**src/rtl/acc8_pkg.sv**
```systemverilog
package acc8_pkg;
    localparam int IW   = 16;
    localparam int DW   = 8;
    localparam int FAW  = 12;
    localparam int BKW  = 4;

    typedef enum logic [3:0] {
        OP_NOP, OP_LDLIT, OP_STW, OP_MOVE, OP_ADD, OP_SUB,
        OP_INC, OP_DEC, OP_LDBANK, OP_COPY, OP_JUMP
    } op_e;

    typedef enum logic [1:0] {
        PEND_NONE, PEND_COPY, PEND_JUMP
    } pend_e;
endpackage

```
**src/rtl/acc8_decode.sv**
```systemverilog
module acc8_decode
    import acc8_pkg::*;
(
    input  logic [IW-1:0]  ir,
    output op_e            op,
    output logic           dst_file,
    output logic           banked,
    output logic [DW-1:0]  offs,
    output logic [BKW-1:0] bank_lit
);
    always_comb begin
        op       = OP_NOP;
        dst_file = ir[9];
        banked   = ir[8];
        offs     = ir[7:0];
        bank_lit = ir[3:0];
        if      (ir[15:10] == 6'b010100)      op = OP_MOVE;
        else if (ir[15:10] == 6'b001001)      op = OP_ADD;
        else if (ir[15:10] == 6'b010111)      op = OP_SUB;
        else if (ir[15:10] == 6'b001010)      op = OP_INC;
        else if (ir[15:10] == 6'b000001)      op = OP_DEC;
        else if (ir[15:9]  == 7'b0110111)     op = OP_STW;
        else if (ir[15:8]  == 8'h0E)          op = OP_LDLIT;
        else if (ir[15:4]  == 12'h010)        op = OP_LDBANK;
        else if (ir[15:12] == 4'hC)           op = OP_COPY;
        else if (ir[15:8]  == 8'hEF)          op = OP_JUMP;
    end
endmodule

```
**src/rtl/acc8_alu.sv**
```systemverilog
module acc8_alu
    import acc8_pkg::*;
(
    input  op_e           op,
    input  logic [DW-1:0] wreg,
    input  logic [DW-1:0] fval,
    output logic [DW-1:0] res
);
    always_comb begin
        case (op)
            OP_ADD:  res = fval + wreg;
            OP_SUB:  res = fval - wreg;
            OP_INC:  res = fval + DW'(1);
            OP_DEC:  res = fval - DW'(1);
            default: res = fval;
        endcase
    end
endmodule

```
**src/rtl/acc8_core.sv**
```systemverilog
module acc8_core
    import acc8_pkg::*;
#(
    parameter int PC_W = 21
) (
    input  logic              clk,
    input  logic              rst_n,
    output logic [PC_W-2:0]   imem_waddr,
    input  logic [IW-1:0]     imem_rdata,
    output logic [FAW-1:0]    dmem_addr,
    input  logic [DW-1:0]     dmem_rdata,
    output logic              dmem_we,
    output logic [DW-1:0]     dmem_wdata,
    output logic              icyc_o,
    output logic [PC_W-1:0]   dbg_pc,
    output logic [DW-1:0]     dbg_w
);
    localparam int PH_W      = 2;
    localparam logic [PH_W-1:0] PH_FETCH = 2'd0;
    localparam logic [PH_W-1:0] PH_READ  = 2'd1;
    localparam logic [PH_W-1:0] PH_LAST  = 2'd3;
    localparam int HI_W      = FAW - DW;

    typedef struct packed {
        logic [PH_W-1:0] phase;
        logic [PC_W-1:0] pc;
        logic [DW-1:0]   w;
        logic [BKW-1:0]  bank;
        logic [IW-1:0]   ir;
        logic [DW-1:0]   opnd;
        logic [DW-1:0]   hold;
        pend_e           pend;
    } state_t;

    state_t s_q, s_d;

    op_e            op;
    logic           dst_file, banked;
    logic [DW-1:0]  offs, alu_res;
    logic [BKW-1:0] bank_lit;
    logic [FAW-1:0] file_addr;
    logic           we_d;
    logic [DW-1:0]  wdata_d;

    acc8_decode u_dec (
        .ir(s_q.ir), .op(op), .dst_file(dst_file), .banked(banked),
        .offs(offs), .bank_lit(bank_lit)
    );

    acc8_alu u_alu (
        .op(op), .wreg(s_q.w), .fval(s_q.opnd), .res(alu_res)
    );

    // banked: bank register on top; otherwise bit 7 picks low or high window
    always_comb begin
        if (banked) file_addr = {s_q.bank, offs};
        else        file_addr = {{HI_W{offs[7]}}, offs};
        if (s_q.pend == PEND_COPY || (s_q.pend == PEND_NONE && op == OP_COPY))
            dmem_addr = s_q.ir[FAW-1:0];
        else
            dmem_addr = file_addr;
    end

    always_comb begin
        s_d       = s_q;
        we_d      = 1'b0;
        wdata_d   = s_q.w;
        s_d.phase = s_q.phase + PH_W'(1);
        case (s_q.phase)
            PH_FETCH: s_d.ir   = imem_rdata;
            PH_READ:  s_d.opnd = dmem_rdata;
            PH_LAST: begin
                s_d.pc   = s_q.pc + PC_W'(2);
                s_d.pend = PEND_NONE;
                if (s_q.pend == PEND_COPY) begin
                    we_d    = 1'b1;
                    wdata_d = s_q.hold;
                end else if (s_q.pend == PEND_JUMP) begin
                    s_d.pc = PC_W'({s_q.ir[FAW-1:0], s_q.hold, 1'b0});
                end else begin
                    case (op)
                        OP_LDLIT:  s_d.w    = offs;
                        OP_LDBANK: s_d.bank = bank_lit;
                        OP_STW:    we_d     = 1'b1;
                        OP_MOVE, OP_ADD, OP_SUB, OP_INC, OP_DEC: begin
                            if (dst_file) begin
                                we_d    = 1'b1;
                                wdata_d = alu_res;
                            end else begin
                                s_d.w = alu_res;
                            end
                        end
                        OP_COPY: begin
                            s_d.hold = s_q.opnd;
                            s_d.pend = PEND_COPY;
                        end
                        OP_JUMP: begin
                            s_d.hold = offs;
                            s_d.pend = PEND_JUMP;
                        end
                        default: ;
                    endcase
                end
            end
            default: ;
        endcase
    end

    always_ff @(posedge clk) begin
        if (!rst_n) begin
            s_q <= '{phase: '0, pc: '0, w: '0, bank: '0, ir: '0,
                     opnd: '0, hold: '0, pend: PEND_NONE};
        end else begin
            s_q <= s_d;
        end
    end

    assign imem_waddr = s_q.pc[PC_W-1:1];
    assign dmem_we    = we_d;
    assign dmem_wdata = wdata_d;
    assign icyc_o     = (s_q.phase == PH_LAST);
    assign dbg_pc     = s_q.pc;
    assign dbg_w      = s_q.w;
endmodule

```
**config.mk**
```make
export PLATFORM = sky130hd
export DESIGN_NAME = acc8_core
export DESIGN_NICKNAME = d
export VERILOG_FILES = /design/src/rtl/acc8_pkg.sv /design/src/rtl/acc8_decode.sv /design/src/rtl/acc8_alu.sv /design/src/rtl/acc8_core.sv
export SDC_FILE = /design/constraint.sdc
export NUM_CORES = 1
export LEC_CHECK = 0
export CAP_MARGIN = 20
export CORE_MARGIN = 4
export CORE_UTILIZATION = 30
export CTS_CLUSTER_SIZE = 30
export DETAILED_ROUTE_END_ITERATION = 8
export GPL_ROUTABILITY_DRIVEN = 0
export PLACE_DENSITY_LB_ADDON = 0.08
export SYNTH_ARGS = -nofsm -noshare
export SYNTH_HDL_FRONTEND = slang
export SYNTH_SLANG_ARGS = --single-unit
```
**constraint.sdc**
```tcl
create_clock -name clk -period 10.9 [get_ports clk]
set_input_delay 2.725 -clock clk [delete_from_list [all_inputs] [get_ports clk]]
set_output_delay 2.725 -clock clk [all_outputs]
set_load 0.03 [all_outputs]
```
## Yosys cells after proc, flatten, opt, wreduce, memory -nomap -nowiden

Index checks and enable logic that the tools add are counted.

| cells by class | value |
|---|---|
| add/subtract/negate cells | 6 |
| muxes and demuxes | 32 |
| bitwise operators | 2 |
| reductions and logical operators | 10 |
| equal/unequal tests | 25 |

Operators by type and width:

| cell | count |
|---|---|
| $mux W8 | 6 |
| $mux W4 | 11 |
| $mux W12 | 3 |
| $mux W33 | 1 |
| $pmux W8 S4 | 1 |
| $add A21 B2 Y21 const B | 1 |
| $mux W21 | 1 |
| $pmux W10 S2 | 1 |
| $eq A4 B3 Y1 const B | 4 |
| $eq A4 B4 Y1 const B | 4 |
| $pmux W8 S2 | 1 |
| $eq A12 B5 Y1 const B | 1 |
| $eq A6 B4 Y1 const B | 2 |
| $eq A6 B5 Y1 const B | 2 |
| $add A8 B1 Y8 const B | 1 |
| $add A8 B8 Y8 | 1 |
| $eq A4 B2 Y1 const B | 2 |
| $eq A8 B4 Y1 const B | 1 |
| $eq A8 B8 Y1 const B | 1 |
| $reduce_and A4 Y1 | 2 |
| $sub A8 B1 Y8 const B | 1 |
| $sub A8 B8 Y8 | 1 |
| $eq A7 B6 Y1 const B | 1 |
| $eq A6 B1 Y1 const B | 1 |
| 15 further kinds | 24 |

| storage, ports and cells | value |
|---|---|
| bits of input ports | 26 |
| register bits after elaboration | 69 |
| output and inout bits | 71 |
| word-level logic and storage cells | 83 |

## Logic depth before layout (Yosys ltp)

| depth | value |
|---|---|
| depth in word-level cells | 18 |
| mapped depth | 17 |
| mapped depth without buffers | 15 |

## Modules after synthesis

From an unflattened synthesis, not the netlist that was laid out.

| unflattened totals | value |
|---|---|
| cell total of the unflattened synthesis | 630 |
| area total of the unflattened synthesis | 5,079.9 um^2 |

Modules (own cells, without submodules):

| module | area an instance (um^2) | cells an instance | instances |
|---|---|---|---|
| acc8_core | 4,062.6 | 477 | 1 |
| acc8_alu | 695.7 | 106 | 1 |
| acc8_decode | 321.6 | 47 | 1 |

## Least setup slack after synthesis

No wires, ideal clock.

| timing | value |
|---|---|
| path kind | flip-flop to output port |
| from | register s_q[29] (netlist bit) |
| to | output port dmem_wdata[7] |
| stages on the path, launching flop included | 16 |
| slack | 4.660 ns |
| arrival time | 3.515 ns |
| required time | 8.175 ns |
| path buffers | 2 |
| cell sequence | dfxtp_1 -> buf_2 -> or3_1 -> a211oi_1 -> clkbuf_1 -> a21oi_1 -> inv_1 -> ha_1 -> nor2b_1 -> o21ai_0 -> nand3_1 -> a21oi_1 -> xor2_1 -> nand2_1 -> xor2_1 -> o21ai_0 |

| between the ends | value |
|---|---|
| cells in the longest elaborated chain, start to end | 18 |
| elaborated cells between the ends (all ways) | 31 |
| those cells by class | eq/ne (14); mux (16); reduce/logical (1) |

RTL lines:

| what | RTL line | RTL |
|---|---|---|
| from (decl) | acc8_core.sv:35 | `state_t s_q, s_d;` |
| from (signal assigned) | acc8_core.sv:111 | `s_q <= '{phase: '0, pc: '0, w: '0, bank: '0, ir: '0,` |
| $eq A8 B8 Y1 | acc8_decode.sv:26 | `else if (ir[15:8] == 8'hEF) op = OP_JUMP;` |
| $mux W4 | acc8_decode.sv:26 |  |
| $mux W4 | acc8_decode.sv:25 | `else if (ir[15:12] == 4'hC) op = OP_COPY;` |
| $mux W4 | acc8_decode.sv:24 | `else if (ir[15:4] == 12'h010) op = OP_LDBANK;` |
| $mux W4 | acc8_decode.sv:23 | `else if (ir[15:8] == 8'h0E) op = OP_LDLIT;` |
| $mux W4 | acc8_decode.sv:22 | `else if (ir[15:9] == 7'b0110111) op = OP_STW;` |
| $mux W4 | acc8_decode.sv:21 | `else if (ir[15:10] == 6'b000001) op = OP_DEC;` |
| $mux W4 | acc8_decode.sv:20 | `else if (ir[15:10] == 6'b001010) op = OP_INC;` |
| [2 not listed] | -- |  |
| $mux W4 * | acc8_decode.sv:17 | `if (ir[15:10] == 6'b010100) op = OP_MOVE;` |
| $eq A4 B3 Y1 | acc8_alu.sv:10, acc8_core.sv:81 |  |
| $pmux W8 S4 | acc8_alu.sv:10 | `case (op)` |
| $mux W8 | acc8_core.sv:86 | `if (dst_file) begin` |
| $mux W8 * | acc8_core.sv:81 | `case (op)` |
| $mux W8 * | acc8_core.sv:78 | `end else if (s_q.pend == PEND_JUMP) begin` |
| $mux W8 * | acc8_core.sv:75 | `if (s_q.pend == PEND_COPY) begin` |
| $mux W8 * | acc8_core.sv:69 | `case (s_q.phase)` |
| to (decl) | acc8_core.sv:13 | `output logic [DW-1:0] dmem_wdata,` |

Mark *: on every way between the ends. The rest lies on a longest branch, timed or not.

## Worst setup path in the final report

Same ends and word-level chain as after synthesis.

==> metrics.csv <==
metric,value,unit
syn-instance-count,611,
whs,489.4,ps
drt_wl_total,14.53,mm
finalPower,0.7488,mW
async_reset_ff_share,0,%
layout-drive-gt1-share,5.096,%
drc,0,
relSlewSlack,28.32,%
cp.required,8180,ps
yosysTopAreaCellShare,28.10,%
cts.clk_slew.worst_paths,50,ps
n_antenna_cell,0,
p_leak,2.194,nW
synth_top_family_by_area,simple AND/OR/NAND/NOR gates,
cts_setup_buffers,0,
io_pins,97,
postCtsHoldBufs,0,
grt_usage,15.89,%
antenna_found_initial,0,
clock.fmax,133.7,MHz
dr.pass1.iters,4,
synth_area_leaders,"dfxtp_1 28%, buf_4 8.8%, nor2b_1 7.2%, mux2i_1 7.0%, nand2_1 5.1%",
grt_max_degree,72,
synth-simple-area-share,23.06,%
cts.sinks,68,
path_class,reg -> out,
vdd_drop_max,0.07428,mV
hold_path.class,reg -> reg,
ys_types,57,
synth_edf_count,0,
synth_nets,653,
crit_arrival,4760,ps
period_share,68.63,%
hold_viol_final,0,
synth_flop_cell,dfxtp_1,
grt_pass1_vias,4075,
clockBufferDepth,2,
num-fill-cells,1621,
cts_made_buffers,9,
synth_seq_cells,68,
wire_per_inst,17.21,um
final.min_clock_period,7481,ps
io_buffers,95,
rsz0062_at_grt,no,
yosys.area_share.adder,4.287,%
start_kind,flip-flop,
die_w,135.1,um
clk_latency,340,ps
syn_area,4845,um^2
p_per_area,128.6,nW/um^2
ys_seq_area_share,28.10,%
post_cts_resized,0,
seqCellArea,1361,um^2
max-cap-violations,0,
dpl.hpwl,10.36,mm
grt_pass1_wl,22.56,mm
drt_iter0_drc,201,
nets,665,
syn_avg_cell_area,7.929,um^2
synth_mux_area_share,7.722,%
worst_pin_slew,1075,ps
fin_setup_tns,0,ps
rows,46,
core_area,15830,um^2
dieArea,18250,um^2
worstPathMaxFanout,13,
end_kind,primary output,
cts_htree_levels,3,
status,completed,
vias,4252,
synth_top_area_cell,dfxtp_1,
start_util,30.61,%
die_h,135.1,um
cts-root-buf,clkbuf_16,
cts_tree,yes,
via_per_inst,5.038,
multi_input_area,2819,um^2
setup_violations,0,
grt-ovfl-total,0,
mostFrequentLayoutCell,clkdlybuf4s50_1,
fin_util,36.77,%
final_cell_mix,"94 x clkdlybuf4s50_1, 68 x dfxtp_1, 66 x nand2_1",
finClkSkew,6.895,ps
synth_compound_area_share,21.67,%
syn2layout_area_growth,20.14,%
antenna_left,0,
ys_warn_count,0,
drv_slew,0,
synth_xor_area_share,1.265,%
[stage by stage]
stage | setup WS (ps) | std cells | cell area (um^2)
after global placement | 3907 | 827 | 5468
after floorplan | 4660 | 611 | 4845
final | 3419 | 844 | 5821
after global routing | 2959 | 844 | 5821
after CTS | 3395 | 844 | 5821
after detailed placement | 3778 | 828 | 5483
[layer usage]
layer,vias to the layer above,track usage [%],wire [um]
li1,2124,-,-
met1,2001,20.59,6636
met2,111,26.19,6839
met3,16,4.247,830
met4,0,4.199,223
met5,-,0,0
[registers in the layout, summed over array words and instances, names as in the netlist]
register and count:
dbg_w 8, s_q 40, dbg_pc 20
[cell families (layout without fill, tap and decap cells)]
group | after synthesis | count (layout)
buffers and inverters | 111 | 128
flip-flops | 68 | 68
adder cells (fa/ha/maj) | 16 | 16
other | 1 | 1
AND/OR/NAND/NOR | 218 | 218
XOR/XNOR | 7 | 7
multiplexers | 37 | 37
AO/OA/AOI/OAI | 153 | 153
[synth_stat cells (3+ instances only)]
| cell type | n |
|---|---|
| a31oi_1 | 9 |
| ha_1 | 15 |
| buf_4 | 57 |
| nor3_1 | 11 |
| inv_1 | 13 |
| a211o_1 | 3 |
| o31ai_1 | 8 |
| o21ai_0 | 25 |
| or3_1 | 4 |
| nor2_1 | 31 |
| a211oi_1 | 3 |
| a21oi_1 | 31 |
| mux2_2 | 3 |
| clkbuf_1 | 29 |
| nand3_1 | 17 |
| and2_1 | 4 |
| nor3b_1 | 3 |
| o22ai_1 | 8 |
| dfxtp_1 | 68 |
| nor2b_1 | 56 |
| a22oi_1 | 18 |
| nand2_1 | 66 |
| a21boi_1 | 4 |
| nor4_1 | 4 |
| xor2_1 | 4 |
| buf_2 | 7 |
| nand2b_1 | 6 |
| o211a_1 | 11 |
| xnor2_1 | 3 |
| or4_1 | 3 |
| mux2i_1 | 34 |
| buf_6 | 4 |
| o21a_1 | 3 |
| and3_1 | 4 |
| a22o_1 | 12 |
| a21o_1 | 3 |
[layout make-up]
type / count / share of cell area [%]
multi-input cells: 432 / 48.43
inverters: 13 / 0.8383
clock inverters: 3 / 1.161
well taps: 216 / 4.643
clock buffers: 13 / 4.643
flip-flops and latches: 68 / 23.39
repair buffers: 99 / 16.90
[critical path, stage by stage, from the launching register on]
cell             delay (ps)
dfxtp_1                 580
and4b_1                 310
nor2b_1                 490
nor2b_1                 250
nor2b_1                 190
a21oi_1                 230
inv_1                    80
ha_1                    260
nor2b_1                 120
o21ai_0                 280
nand3_1                 140
a21oi_1                 180
xor2_1                  170
nand2_1                  80
xor2_1                  190
o21ai_0                 160
clkdlybuf4s50_1         690
[report_power, final]
group | leakage, nW | internal [mW] | switching (mW)
Clock | 0.162 | 0.219 | 0.112
Combinational | 1.48 | 0.0646 | 0.0743
Sequential | 0.553 | 0.257 | 0.0211
[worst paths after layout]
| kind | start | end | cells after the start | slack [ps] |
|---|---|---|---|---|
| worst min-delay path | s_q[67] | s_q[67] | 1 | 490 |
| worst max-delay path | s_q[29] | dmem_wdata[7] | 16 | 3420 |
| worst max register to register | s_q[29] | dbg_w[7] | 15 | 6940 |
| worst min register to register | s_q[67] | s_q[67] | 1 | 490 |
Note: power is estimated with default switching activity, not from simulation.
